## config.mk

```make
export PLATFORM = sky130hd
export DESIGN_NAME = hba_reg_file
export DESIGN_NICKNAME = d
export VERILOG_FILES = /design/src/rtl/hba_regs_pkg.sv /design/src/rtl/hba_addr_dec.sv /design/src/rtl/hba_port_regs.sv /design/src/rtl/hba_irq_agg.sv /design/src/rtl/hba_reg_file.sv
export SDC_FILE = /design/constraint.sdc
export NUM_CORES = 2
export LEC_CHECK = 0
export ABC_AREA = 0
export BUFFER_PORTS_ARGS = -buffer_cell sky130_fd_sc_hd__buf_2
export CAP_MARGIN = 30
export CELL_PAD_IN_SITES_DETAIL_PLACEMENT = 0
export CELL_PAD_IN_SITES_GLOBAL_PLACEMENT = 2
export CORE_UTILIZATION = 25
export CTS_CLUSTER_DIAMETER = 30
export DETAILED_ROUTE_END_ITERATION = 16
export PLACE_DENSITY_LB_ADDON = 0.1
export RECOVER_POWER = 50
export SYNTH_ARGS = -nofsm -noshare
export SYNTH_HDL_FRONTEND = slang
export SYNTH_HIERARCHICAL = 1
export SYNTH_SLANG_ARGS = --single-unit
```

## constraint.sdc

```tcl
create_clock -name clk_i -period 5.95 [get_ports clk_i]
set_input_delay 0.595 -clock clk_i [delete_from_list [all_inputs] [get_ports clk_i]]
set_output_delay 0.595 -clock clk_i [all_outputs]
set_load 0.02 [all_outputs]
```

## src/rtl/hba_regs_pkg.sv

```systemverilog
package hba_regs_pkg;
  // controller offsets
  localparam logic [6:0] G_CAP = 7'h00;
  localparam logic [6:0] G_CTL = 7'h04;
  localparam logic [6:0] G_SUM = 7'h08;
  localparam logic [6:0] G_IMP = 7'h0C;
  localparam logic [6:0] G_VER = 7'h10;
  // port offsets
  localparam logic [6:0] P_CAUSE = 7'h10;
  localparam logic [6:0] P_ENA   = 7'h14;
  localparam logic [6:0] P_CMD   = 7'h18;
  localparam logic [6:0] P_LSTAT = 7'h28;
  localparam logic [6:0] P_LCTL  = 7'h2C;
  localparam logic [6:0] P_LERR  = 7'h30;
  localparam logic [6:0] P_ACT   = 7'h34;

  localparam int unsigned HOST_LIMIT = 32'h20;
  localparam int unsigned PORT_BASE  = 32'h100;
  localparam int unsigned PORT_SPAN  = 32'h80;

  localparam logic [31:0] ENA_MASK    = 32'hFDC0_00FF;
  localparam logic [31:0] CMD_RST_VAL = 32'h0000_0006;
  localparam logic [31:0] LINK_UP_VAL = 32'h0000_0113;
  localparam logic [31:0] VER_VAL     = 32'h0001_0000;

  localparam int CMD_START = 0;
  localparam int CMD_RXEN  = 4;
  localparam int CMD_RXRUN = 14;
  localparam int CMD_RUN   = 15;

  function automatic logic [31:0] cap_word(int unsigned nports, int unsigned slots);
    logic [31:0] v;
    v = '0;
    v[4:0]   = 5'(nports - 1);
    v[12:8]  = 5'(slots - 1);
    v[18]    = 1'b1;
    v[23:20] = 4'd1;
    v[30]    = 1'b1;
    return v;
  endfunction
endpackage

```

## src/rtl/hba_addr_dec.sv

```systemverilog
module hba_addr_dec
  import hba_regs_pkg::*;
#(
  parameter int unsigned NPORTS = 4,
  parameter int unsigned ADDR_W = 32
) (
  input  logic [ADDR_W-1:0] addr_i,
  output logic              glob_hit_o,
  output logic              port_hit_o,
  output logic [4:0]        port_idx_o,
  output logic [6:0]        off_o,
  output logic              aligned_o
);
  localparam int unsigned SPAN_END = PORT_BASE + NPORTS * PORT_SPAN;

  logic [11:0] a, rel;
  logic        unused_bits;

  assign a           = addr_i[11:0];
  assign rel         = a - 12'(PORT_BASE);
  assign glob_hit_o  = 32'(a) < HOST_LIMIT;
  assign port_hit_o  = (32'(a) >= PORT_BASE) && (32'(a) < SPAN_END);
  assign port_idx_o  = rel[11:7];
  assign off_o       = a[6:0];
  assign aligned_o   = (a[1:0] == 2'b00);
  assign unused_bits = &{1'b0, addr_i[ADDR_W-1:12], rel[6:0]};
endmodule

```

## src/rtl/hba_port_regs.sv

```systemverilog
module hba_port_regs
  import hba_regs_pkg::*;
(
  input  logic        clk_i,
  input  logic        rst_ni,
  input  logic        clr_i,
  input  logic        wr_i,
  input  logic [6:0]  off_i,
  input  logic [31:0] wdata_i,
  input  logic [31:0] evt_i,
  input  logic [31:0] err_i,
  input  logic        present_i,
  output logic [31:0] rdata_o,
  output logic        pend_o,
  output logic        run_o,
  output logic        port_rst_o
);
  logic [31:0] cause_q, ena_q, cmd_q, lctl_q, lerr_q, act_q;
  logic [31:0] cmd_wr, cause_clr, lerr_clr;
  logic        wr_cause, wr_ena, wr_cmd, wr_lctl, wr_lerr, wr_act;
  logic        det_fall, wipe, rst_q;

  assign wr_cause = wr_i && (off_i == P_CAUSE);
  assign wr_ena   = wr_i && (off_i == P_ENA);
  assign wr_cmd   = wr_i && (off_i == P_CMD);
  assign wr_lctl  = wr_i && (off_i == P_LCTL);
  assign wr_lerr  = wr_i && (off_i == P_LERR);
  assign wr_act   = wr_i && (off_i == P_ACT);

  assign det_fall = wr_lctl && (lctl_q[3:0] == 4'd1) && (wdata_i[3:0] == 4'd0);
  assign wipe     = clr_i || det_fall;

  assign cause_clr = wr_cause ? wdata_i : '0;
  assign lerr_clr  = wr_lerr ? wdata_i : '0;

  // running bits follow their enables, never the written value
  always_comb begin
    cmd_wr            = wdata_i;
    cmd_wr[CMD_RUN]   = wdata_i[CMD_START];
    cmd_wr[CMD_RXRUN] = wdata_i[CMD_RXEN];
  end

  always_ff @(posedge clk_i or negedge rst_ni) begin
    if (!rst_ni) begin
      cause_q <= '0;
      ena_q   <= '0;
      cmd_q   <= CMD_RST_VAL;
      lctl_q  <= '0;
      lerr_q  <= '0;
      act_q   <= '0;
      rst_q   <= 1'b0;
    end else begin
      rst_q <= wipe;
      if (wipe) begin
        cause_q <= '0;
        ena_q   <= '0;
        lerr_q  <= '0;
        act_q   <= '0;
        lctl_q  <= clr_i ? '0 : wdata_i;
      end else begin
        cause_q <= (cause_q & ~cause_clr) | evt_i;
        lerr_q  <= (lerr_q & ~lerr_clr) | err_i;
        if (wr_ena)  ena_q  <= wdata_i & ENA_MASK;
        if (wr_act)  act_q  <= act_q | wdata_i;
        if (wr_lctl) lctl_q <= wdata_i;
      end
      if (wr_cmd) cmd_q <= cmd_wr;
    end
  end

  always_comb begin
    unique case (off_i)
      P_CAUSE: rdata_o = cause_q;
      P_ENA:   rdata_o = ena_q;
      P_CMD:   rdata_o = cmd_q;
      P_LSTAT: rdata_o = present_i ? LINK_UP_VAL : '0;
      P_LCTL:  rdata_o = lctl_q;
      P_LERR:  rdata_o = lerr_q;
      P_ACT:   rdata_o = act_q;
      default: rdata_o = '0;
    endcase
  end

  assign pend_o     = |(cause_q & ena_q);
  assign run_o      = cmd_q[CMD_RUN];
  assign port_rst_o = rst_q;
endmodule

```

## src/rtl/hba_irq_agg.sv

```systemverilog
module hba_irq_agg #(
  parameter int unsigned NPORTS = 4
) (
  input  logic              clk_i,
  input  logic              rst_ni,
  input  logic              ctl_wr_i,
  input  logic              sum_wr_i,
  input  logic [31:0]       wdata_i,
  input  logic [NPORTS-1:0] pend_i,
  output logic              hba_rst_o,
  output logic [31:0]       ctl_o,
  output logic [31:0]       sum_o,
  output logic              irq_o
);
  logic [31:0] ctl_q, sum_q, sum_clr;
  logic        irq_q;

  assign hba_rst_o = ctl_wr_i && wdata_i[0];
  assign sum_clr   = sum_wr_i ? wdata_i : '0;

  always_ff @(posedge clk_i or negedge rst_ni) begin
    if (!rst_ni) begin
      ctl_q <= '0;
      sum_q <= '0;
      irq_q <= 1'b0;
    end else begin
      irq_q <= (|sum_q) && ctl_q[1];
      if (hba_rst_o) begin
        ctl_q <= '0;
        sum_q <= '0;
      end else begin
        if (ctl_wr_i) ctl_q <= {1'b1, 29'd0, wdata_i[1:0]};
        // pending causes win over a same-cycle clear
        sum_q <= (sum_q & ~sum_clr) | 32'(pend_i);
      end
    end
  end

  assign ctl_o = ctl_q;
  assign sum_o = sum_q;
  assign irq_o = irq_q;
endmodule

```

## src/rtl/hba_reg_file.sv

```systemverilog
module hba_reg_file
  import hba_regs_pkg::*;
#(
  parameter int unsigned NPORTS = 4,
  parameter int unsigned SLOTS  = 32,
  parameter int unsigned ADDR_W = 32
) (
  input  logic                 clk_i,
  input  logic                 rst_ni,
  input  logic                 wr_i,
  input  logic [ADDR_W-1:0]    addr_i,
  input  logic [31:0]          wdata_i,
  output logic [31:0]          rdata_o,
  input  logic [32*NPORTS-1:0] port_evt_i,
  input  logic [32*NPORTS-1:0] port_err_i,
  input  logic [NPORTS-1:0]    port_present_i,
  output logic [NPORTS-1:0]    port_run_o,
  output logic [NPORTS-1:0]    port_rst_o,
  output logic                 irq_o
);
  localparam logic [31:0] CAP_VAL = cap_word(NPORTS, SLOTS);
  localparam logic [31:0] IMP_VAL = 32'((64'd1 << NPORTS) - 64'd1);

  logic        glob_hit, port_hit, aligned, wr_ok;
  logic [4:0]  port_idx;
  logic [6:0]  off;
  logic        ctl_wr_w, sum_wr_w, hba_rst_w;
  logic [31:0] ctl_w, sum_w;
  logic [NPORTS-1:0] pend_w;
  logic [31:0] p_rdata [NPORTS];

  hba_addr_dec #(.NPORTS(NPORTS), .ADDR_W(ADDR_W)) dec_i (
    .addr_i     (addr_i),
    .glob_hit_o (glob_hit),
    .port_hit_o (port_hit),
    .port_idx_o (port_idx),
    .off_o      (off),
    .aligned_o  (aligned)
  );

  assign wr_ok    = wr_i && aligned;
  assign ctl_wr_w = wr_ok && glob_hit && (off == G_CTL);
  assign sum_wr_w = wr_ok && glob_hit && (off == G_SUM);

  hba_irq_agg #(.NPORTS(NPORTS)) agg_i (
    .clk_i     (clk_i),
    .rst_ni    (rst_ni),
    .ctl_wr_i  (ctl_wr_w),
    .sum_wr_i  (sum_wr_w),
    .wdata_i   (wdata_i),
    .pend_i    (pend_w),
    .hba_rst_o (hba_rst_w),
    .ctl_o     (ctl_w),
    .sum_o     (sum_w),
    .irq_o     (irq_o)
  );

  for (genvar p = 0; p < NPORTS; p++) begin : g_port
    logic sel_wr;
    assign sel_wr = wr_ok && port_hit && (port_idx == 5'(p));
    hba_port_regs port_i (
      .clk_i      (clk_i),
      .rst_ni     (rst_ni),
      .clr_i      (hba_rst_w),
      .wr_i       (sel_wr),
      .off_i      (off),
      .wdata_i    (wdata_i),
      .evt_i      (port_evt_i[32*p +: 32]),
      .err_i      (port_err_i[32*p +: 32]),
      .present_i  (port_present_i[p]),
      .rdata_o    (p_rdata[p]),
      .pend_o     (pend_w[p]),
      .run_o      (port_run_o[p]),
      .port_rst_o (port_rst_o[p])
    );
  end

  always_comb begin
    rdata_o = '0;
    if (glob_hit) begin
      unique case (off)
        G_CAP:   rdata_o = CAP_VAL;
        G_CTL:   rdata_o = ctl_w;
        G_SUM:   rdata_o = sum_w;
        G_IMP:   rdata_o = IMP_VAL;
        G_VER:   rdata_o = VER_VAL;
        default: rdata_o = '0;
      endcase
    end else if (port_hit) begin
      for (int p = 0; p < NPORTS; p++)
        if (port_idx == 5'(p)) rdata_o = p_rdata[p];
    end
  end
endmodule

```

* After elaboration in Yosys (flattened, before gate mapping)
Cells that the tools add are included.
Storage, ports and cells: bits in registers 837, input port bits 327, output and inout port bits 41, logic and storage cells 217
Cells by class: $add $sub $neg 1, order comparisons 3, equality and inequality tests 17, muxes and demuxes 60, bitwise logic cells 35, reductions and logical operators 70
Operators by type and width (number):
- 32-bit 2-to-1 mux | 51
- 32-bit one-hot mux with 7 select lines | 4
- 32-bit bitwise AND | 13
- 32-bit bitwise OR | 12
- 32-bit inverter | 9
- 32-bit one-hot mux with 5 select lines | 1
- 32-bit OR reduction | 5
- 1-bit logical AND | 44
- 9-bit 2-to-1 mux | 4
- 32-bit by 4-bit bitwise OR with 32-bit output | 1
- 7-bit by 6-bit equality test with 1-bit output (second input constant) | 4
- 2-bit nonzero test | 13
- 7-bit by 5-bit equality test with 1-bit output (second input constant) | 3
- 4-bit by 1-bit equality test with 1-bit output (second input constant) | 4
- 7-bit by 4-bit equality test with 1-bit output (second input constant) | 2
- 12-bit by 9-bit greater-or-equal comparator with 1-bit output (second input constant) | 1
- 12-bit by 10-bit < comparator with 1-bit output (second input constant) | 1
- 12-bit by 6-bit < comparator with 1-bit output (second input constant) | 1
- 12-bit by 9-bit subtractor with 12-bit output (second input constant) | 1
- 5-bit by 2-bit equality test with 1-bit output (second input constant) | 2
- 7-bit by 3-bit equality test with 1-bit output (second input constant) | 1
- 7-bit logical NOT | 1
- 5-bit by 1-bit equality test with 1-bit output (second input constant) | 1
- 5-bit logical NOT | 1
- other kinds (3) | 6

* Depth between registers and ports, before layout
word-level depth 10, depth in mapped cells 14, gate-level depth less buffers 12

* By module
The synthesis kept the hierarchy.
By module, submodules not included:
- hba_port_regs | times used 4, cells each 759, area an instance 8521.9 µm², sequential area each 4406.7 µm²
- hba_reg_file | times used 1, cells each 236, area an instance 1670.4 µm², sequential area each 0.0 µm²
- hba_irq_agg | times used 1, cells each 159, area an instance 1619.1 µm², sequential area each 900.9 µm²
- hba_addr_dec | times used 1, cells each 26, area an instance 219.0 µm², sequential area each 0.0 µm²

* Worst setup path before layout
OpenSTA, ideal clock, no wires.
path type input to register, start point input addr_i[8], end point register g_port[0].port_i.act_q[10], library setup time 0.132 ns, arrival 3.341 ns, data required time 5.818 ns, slack 2.477 ns, stages on the path 13, buffers on the path 2, path through inv_1 ha_1 o211a_1 nor4b_1 nand3_1 nor4_1 nand2_2 buf_2 inv_1 a41oi_2 inv_2 buf_1 nor2_1
On the way: elaborated cells on any way between the ends 18, classes of those cells add/sub: 1; order compare: 3; mux: 1; reduce/logical: 13
RTL lines:
- start: declaration | line hba_reg_file.sv:11 | input logic [ADDR_W-1:0] addr_i,
- 12-bit by 6-bit < comparator with 1-bit output (*) | line hba_addr_dec.sv:21 | assign glob_hit_o = 32'(a) < HOST_LIMIT;
- via glob_hit | line hba_reg_file.sv:24 | logic glob_hit, port_hit, aligned, wr_ok;
- 1-bit logical AND (*) (2 in series) | line hba_reg_file.sv:42 | assign ctl_wr_w = wr_ok && glob_hit && (off == G_CTL);
- via ctl_wr_w | line hba_reg_file.sv:27 | logic ctl_wr_w, sum_wr_w, hba_rst_w;
- 1-bit logical AND (*) | line hba_irq_agg.sv:18 | assign hba_rst_o = ctl_wr_i && wdata_i[0];
- via hba_rst_w | line hba_reg_file.sv:27
- 1-bit logical OR (*) | line hba_port_regs.sv:31 | assign wipe = clr_i || det_fall;
- 32-bit 2-to-1 mux or 2-bit nonzero test (tied branches)
- end signal: assignment | line hba_port_regs.sv:64 | if (wr_act) act_q <= act_q | wdata_i;
- end: declaration | line hba_port_regs.sv:18 | logic [31:0] cause_q, ena_q, cmd_q, lctl_q, lerr_q, act_q;
Mark *: on every way through the listed nets, which the timed path passes. The rest lies on a longest branch. A chain may end at the register's enable or synchronous reset.

==> metrics.md <==
| Metric | Value |
|---|---|
| Status | `finished with violations` |
| Failing checks | `capacitance limit, slew limit` |
| Number of flops mapped to enable cells by yosys | `0` |
| Final GP Congestion | `0.889` |
| Critical Path End Type | `output pin` |
| CP Class | `input pin to output pin` |
| Total grt overflow | `0` |
| Most used cell, CP | `buf_2` |
| Max VDD drop | `around 0.00032 V` |
| First-pass GRT wire length | `272000 um` |
| Core ar. | `149000 um^2` |
| Hold Path Sink | `g_port[1].port_i/lerr_q[20]` |
| Crit path max-delay family | `compound AO/OA/AOI/OAI gates` |
| Antenna violations before repair | `24` |
| Required time of the critical path | `5360 ps` |
| Post-synth top area share | `0.487` |
| Hold WC Path Type | `input pin to flip-flop` |
| Worst R2R End | `g_port[0].port_i/cause_q[2]` |
| Final Hold Viols | `0` |
| Worst reg2reg startpoint | `g_port[0].port_i/lctl_q[1]` |
| Setup crit start | `addr_i[4]` |
| Via count | `33000` |
| Netlist Area Pre-Place | `37600 um^2` |
| Detailed Routing Iterations Pass 1 | `6` |
| GR Util All Layers | `0.252` |
| Layout net count | `4568` |
| Buf/Inv on CP | `3` |
| Hold Path Depth | `2` |
| Peak Freq | `roughly 190 MHz` |
| Largest net degree at the start of global routing | `150` |
| CTS HTree Levels | `5` |
| R2R Setup Slk | `around 3700 ps` |
| # rows | `141` |
| Hold Crit Start | `port_err_i[52]` |
| Synth warn | `6` |
| Port Buf Inserts | `347` |
| Initial Utilization | `0.253` |
| Die width | `slightly below 400 um` |
| DRC viols | `0` |
| Slew @ Worst Pin | `between 4000 and 5000 ps` |
| Largest stage delay, worst path | `910 ps` |
| CP Launch Type | `input pin` |
| Area Growth Syn to Fin | `41.5%` |
| Syn avg cell area | `10.9 um^2` |
| Cell chain of the critical path | `buf_2, nor4b_1, nand2_1, o221ai_1, o22ai_1, o32ai_1, buf_4, buf_2` |
| Commonest non-fill, non-tap cells in the layout | `732 x dfrtp_1, 334 x buf_2, 281 x clkbuf_16` |
| Worst-Skew Late Latency | `890 ps` |
| Worst EP arrival | `about 4500 ps` |
| Leakage power | `23.8 nW` |
| Met2 wire len | `82400 um` |
| Worst Setup Slack, final | `815 ps` |
| DR WL met3 | `around 11000 um` |
| Commonest non-fill, non-tap cell in the layout | `dfrtp_1` |
| Slew Viols, Final | `between 60 and 70` |
| Top sig layer | `met5` |
| CTS tree | `built` |
| DRT antenna net count | `0` |
| Fin Setup TNS | `0 ps` |
| Main area contributors after synthesis | `dfrtp_1 49%, mux2_4 4.8%, o21a_1 4.8%, a21boi_0 4.5%, a22o_1 3.5%` |
| Final wirelength | `193000 um` |
| Minimum clock period after layout | `just over 5000 ps` |
| Period Utilization, post-route | `0.863` |
| Top Ports | `368` |
| Die ar. | `roughly 150000 um^2` |
| Skew final | `about 43 ps` |
| Avg Vias per Cell | `5.13` |
| Asr flop ratio synth | `1.00` |
| HPWL after DPL | `127000 um` |
| Clk sinks | `740` |
| Die height | `390 um` |
| Vias in the first global route | `34300` |
| CTS resizes | `0` |
| Max_cap viols | `1` |
| Worst slew margin | `-2.00` |
| Netlist cell types | `70` |
| Layout cell share with drive strength beyond 1 | `0.273` |
| Fillers | `about 15000` |
| TritonCTS buffer count | `277` |
| PD cells | `369 nW/um^2` |
| Worst slack at placement | `1020 ps` |
| RSZ-0062 raised after global routing | `false` |
| M1 wire length | `94300 um` |
| Post-synth top area cell | `dfrtp_1` |
| Clk root buf | `clkbuf_16` |
| Clk buf depth | `4` |
| # setup viols final | `0` |
| Worst r2r path cells | `5` |
| Cells after Synth | `3457` |
| Synth Register Bits | `740` |
| Clock Pin Slew Worst Setup and Hold Paths | `roughly 40 ps` |
| Critical Path Fanout Max | `33` |
| Critical-path top delay cell | `o221ai_1` |
| Most used DFF post-synth | `dfrtp_1` |
| DR iter-0 viols | `roughly 3000` |
| WL/cell | `29.9 um` |
| Seq/Total Area, Yosys | `0.493` |
## power by group
group          switching (mW)  internal (mW)
registers             0.00510           5.06
clock network            3.81           9.78
logic                   0.665          0.320
## cell type report
type | instances | area, um^2 | share of cell area
sequential | 740 | 18500 | 0.348
multi-input combinational | 2386 | 17400 | 0.327
clock buffer | 398 | 8090 | 0.152
timing repair buffer | 766 | 5680 | 0.107
tap | 2002 | 2500 | 0.0471
clock inverter | 72 | 737 | 0.0138
inverter | 66 | 248 | 0.00466
antenna | 13 | 32.5 | 0.000611
## sequential cells by signal, summed over array words and instances, names as in the netlist, 4 cells and up
signal / count
g_port.port_i/cmd_q: 120
g_port.port_i/lerr_q: 128
agg_i/sum_o: 32
g_port.port_i/port_rst_o: 4
g_port.port_i/act_q: 128
g_port.port_i/cause_q: 128
g_port.port_i/ena_q: 68
g_port.port_i/lctl_q: 128
## timing repair
action                    CTS  global route
hold endpoints to repair  309             0
hold buffers              246             0
buffers inserted            0             0
## stage by stage
step	instance area, um^2	std cells	hold slack (ps)	total power, mW	utilization
floorplan	37700	3485	299	5.40	-
global placement	41900	5714	469	6.01	0.282
detailed placement	41900	5714	476	6.01	0.282
CTS	53200	6430	7.87	19.9	0.358
global route	53200	6431	25.2	20.3	0.358
finish	53200	6443	54.6	19.6	0.358
## per-layer routing
metal  vias up  GRT usage
met2      1125      0.367
met5         -          0
met4         2     0.0766
met1     17200      0.374
met3       241     0.0449
li1      14500          -
## Yosys cell counts (6+ instances only)
master	instances
dfrtp_1	732
nand2_1	261
o21a_1	238
a21boi_0	224
nor2_1	204
a21oi_1	187
a22o_1	152
mux2i_1	133
mux2_4	120
clkbuf_1	102
buf_2	90
a22oi_1	83
mux2_2	72
nand3_1	72
inv_1	61
buf_4	53
nor3_1	50
and3_1	48
o221ai_1	44
o32ai_1	43
o22ai_1	42
a222oi_1	40
a21oi_2	36
o21ai_0	36
buf_6	27
nor4_1	22
buf_1	21
nand3b_1	21
a311oi_1	20
a21o_1	18
nand2b_1	15
o211ai_1	14
o2bb2ai_1	12
nor4b_1	10
nor3_4	9
or3_1	9
a2111o_1	8
a221oi_1	8
a32oi_1	8
and2_0	8
and2_1	8
dfstp_2	8
mux2_1	8
nor2b_1	6
## worst max-delay path by stage
stage	slack [ps]	cells past startpoint	end
4_1_cts	1010	9	rdata_o[23]
3_3_place_gp	1010	9	rdata_o[23]
2_1_floorplan	2480	13	g_port[0].port_i/act_q[10]
6_report	810	8	rdata_o[10]
5_1_grt	520	2	g_port[2].port_i/act_q[28]
3_5_place_dp	1020	9	rdata_o[23]
## cell families after synthesis
| logic type | count (synthesis) | synth area share |
|---|---|---|
| AOI/OAI and AO/OA | 1240 | 0.247 |
| xor gates and xnor gates | 2 | 0.000466 |
| adders and majority gates | 4 | 0.00133 |
| buffers and inverters | 359 | 0.0495 |
| DFF | 740 | 0.493 |
| muxes | 333 | 0.107 |
| other | 1 | 0.0000997 |
| and+or+nand+nor | 778 | 0.102 |
Note: power is estimated with default switching activity, not from simulation.
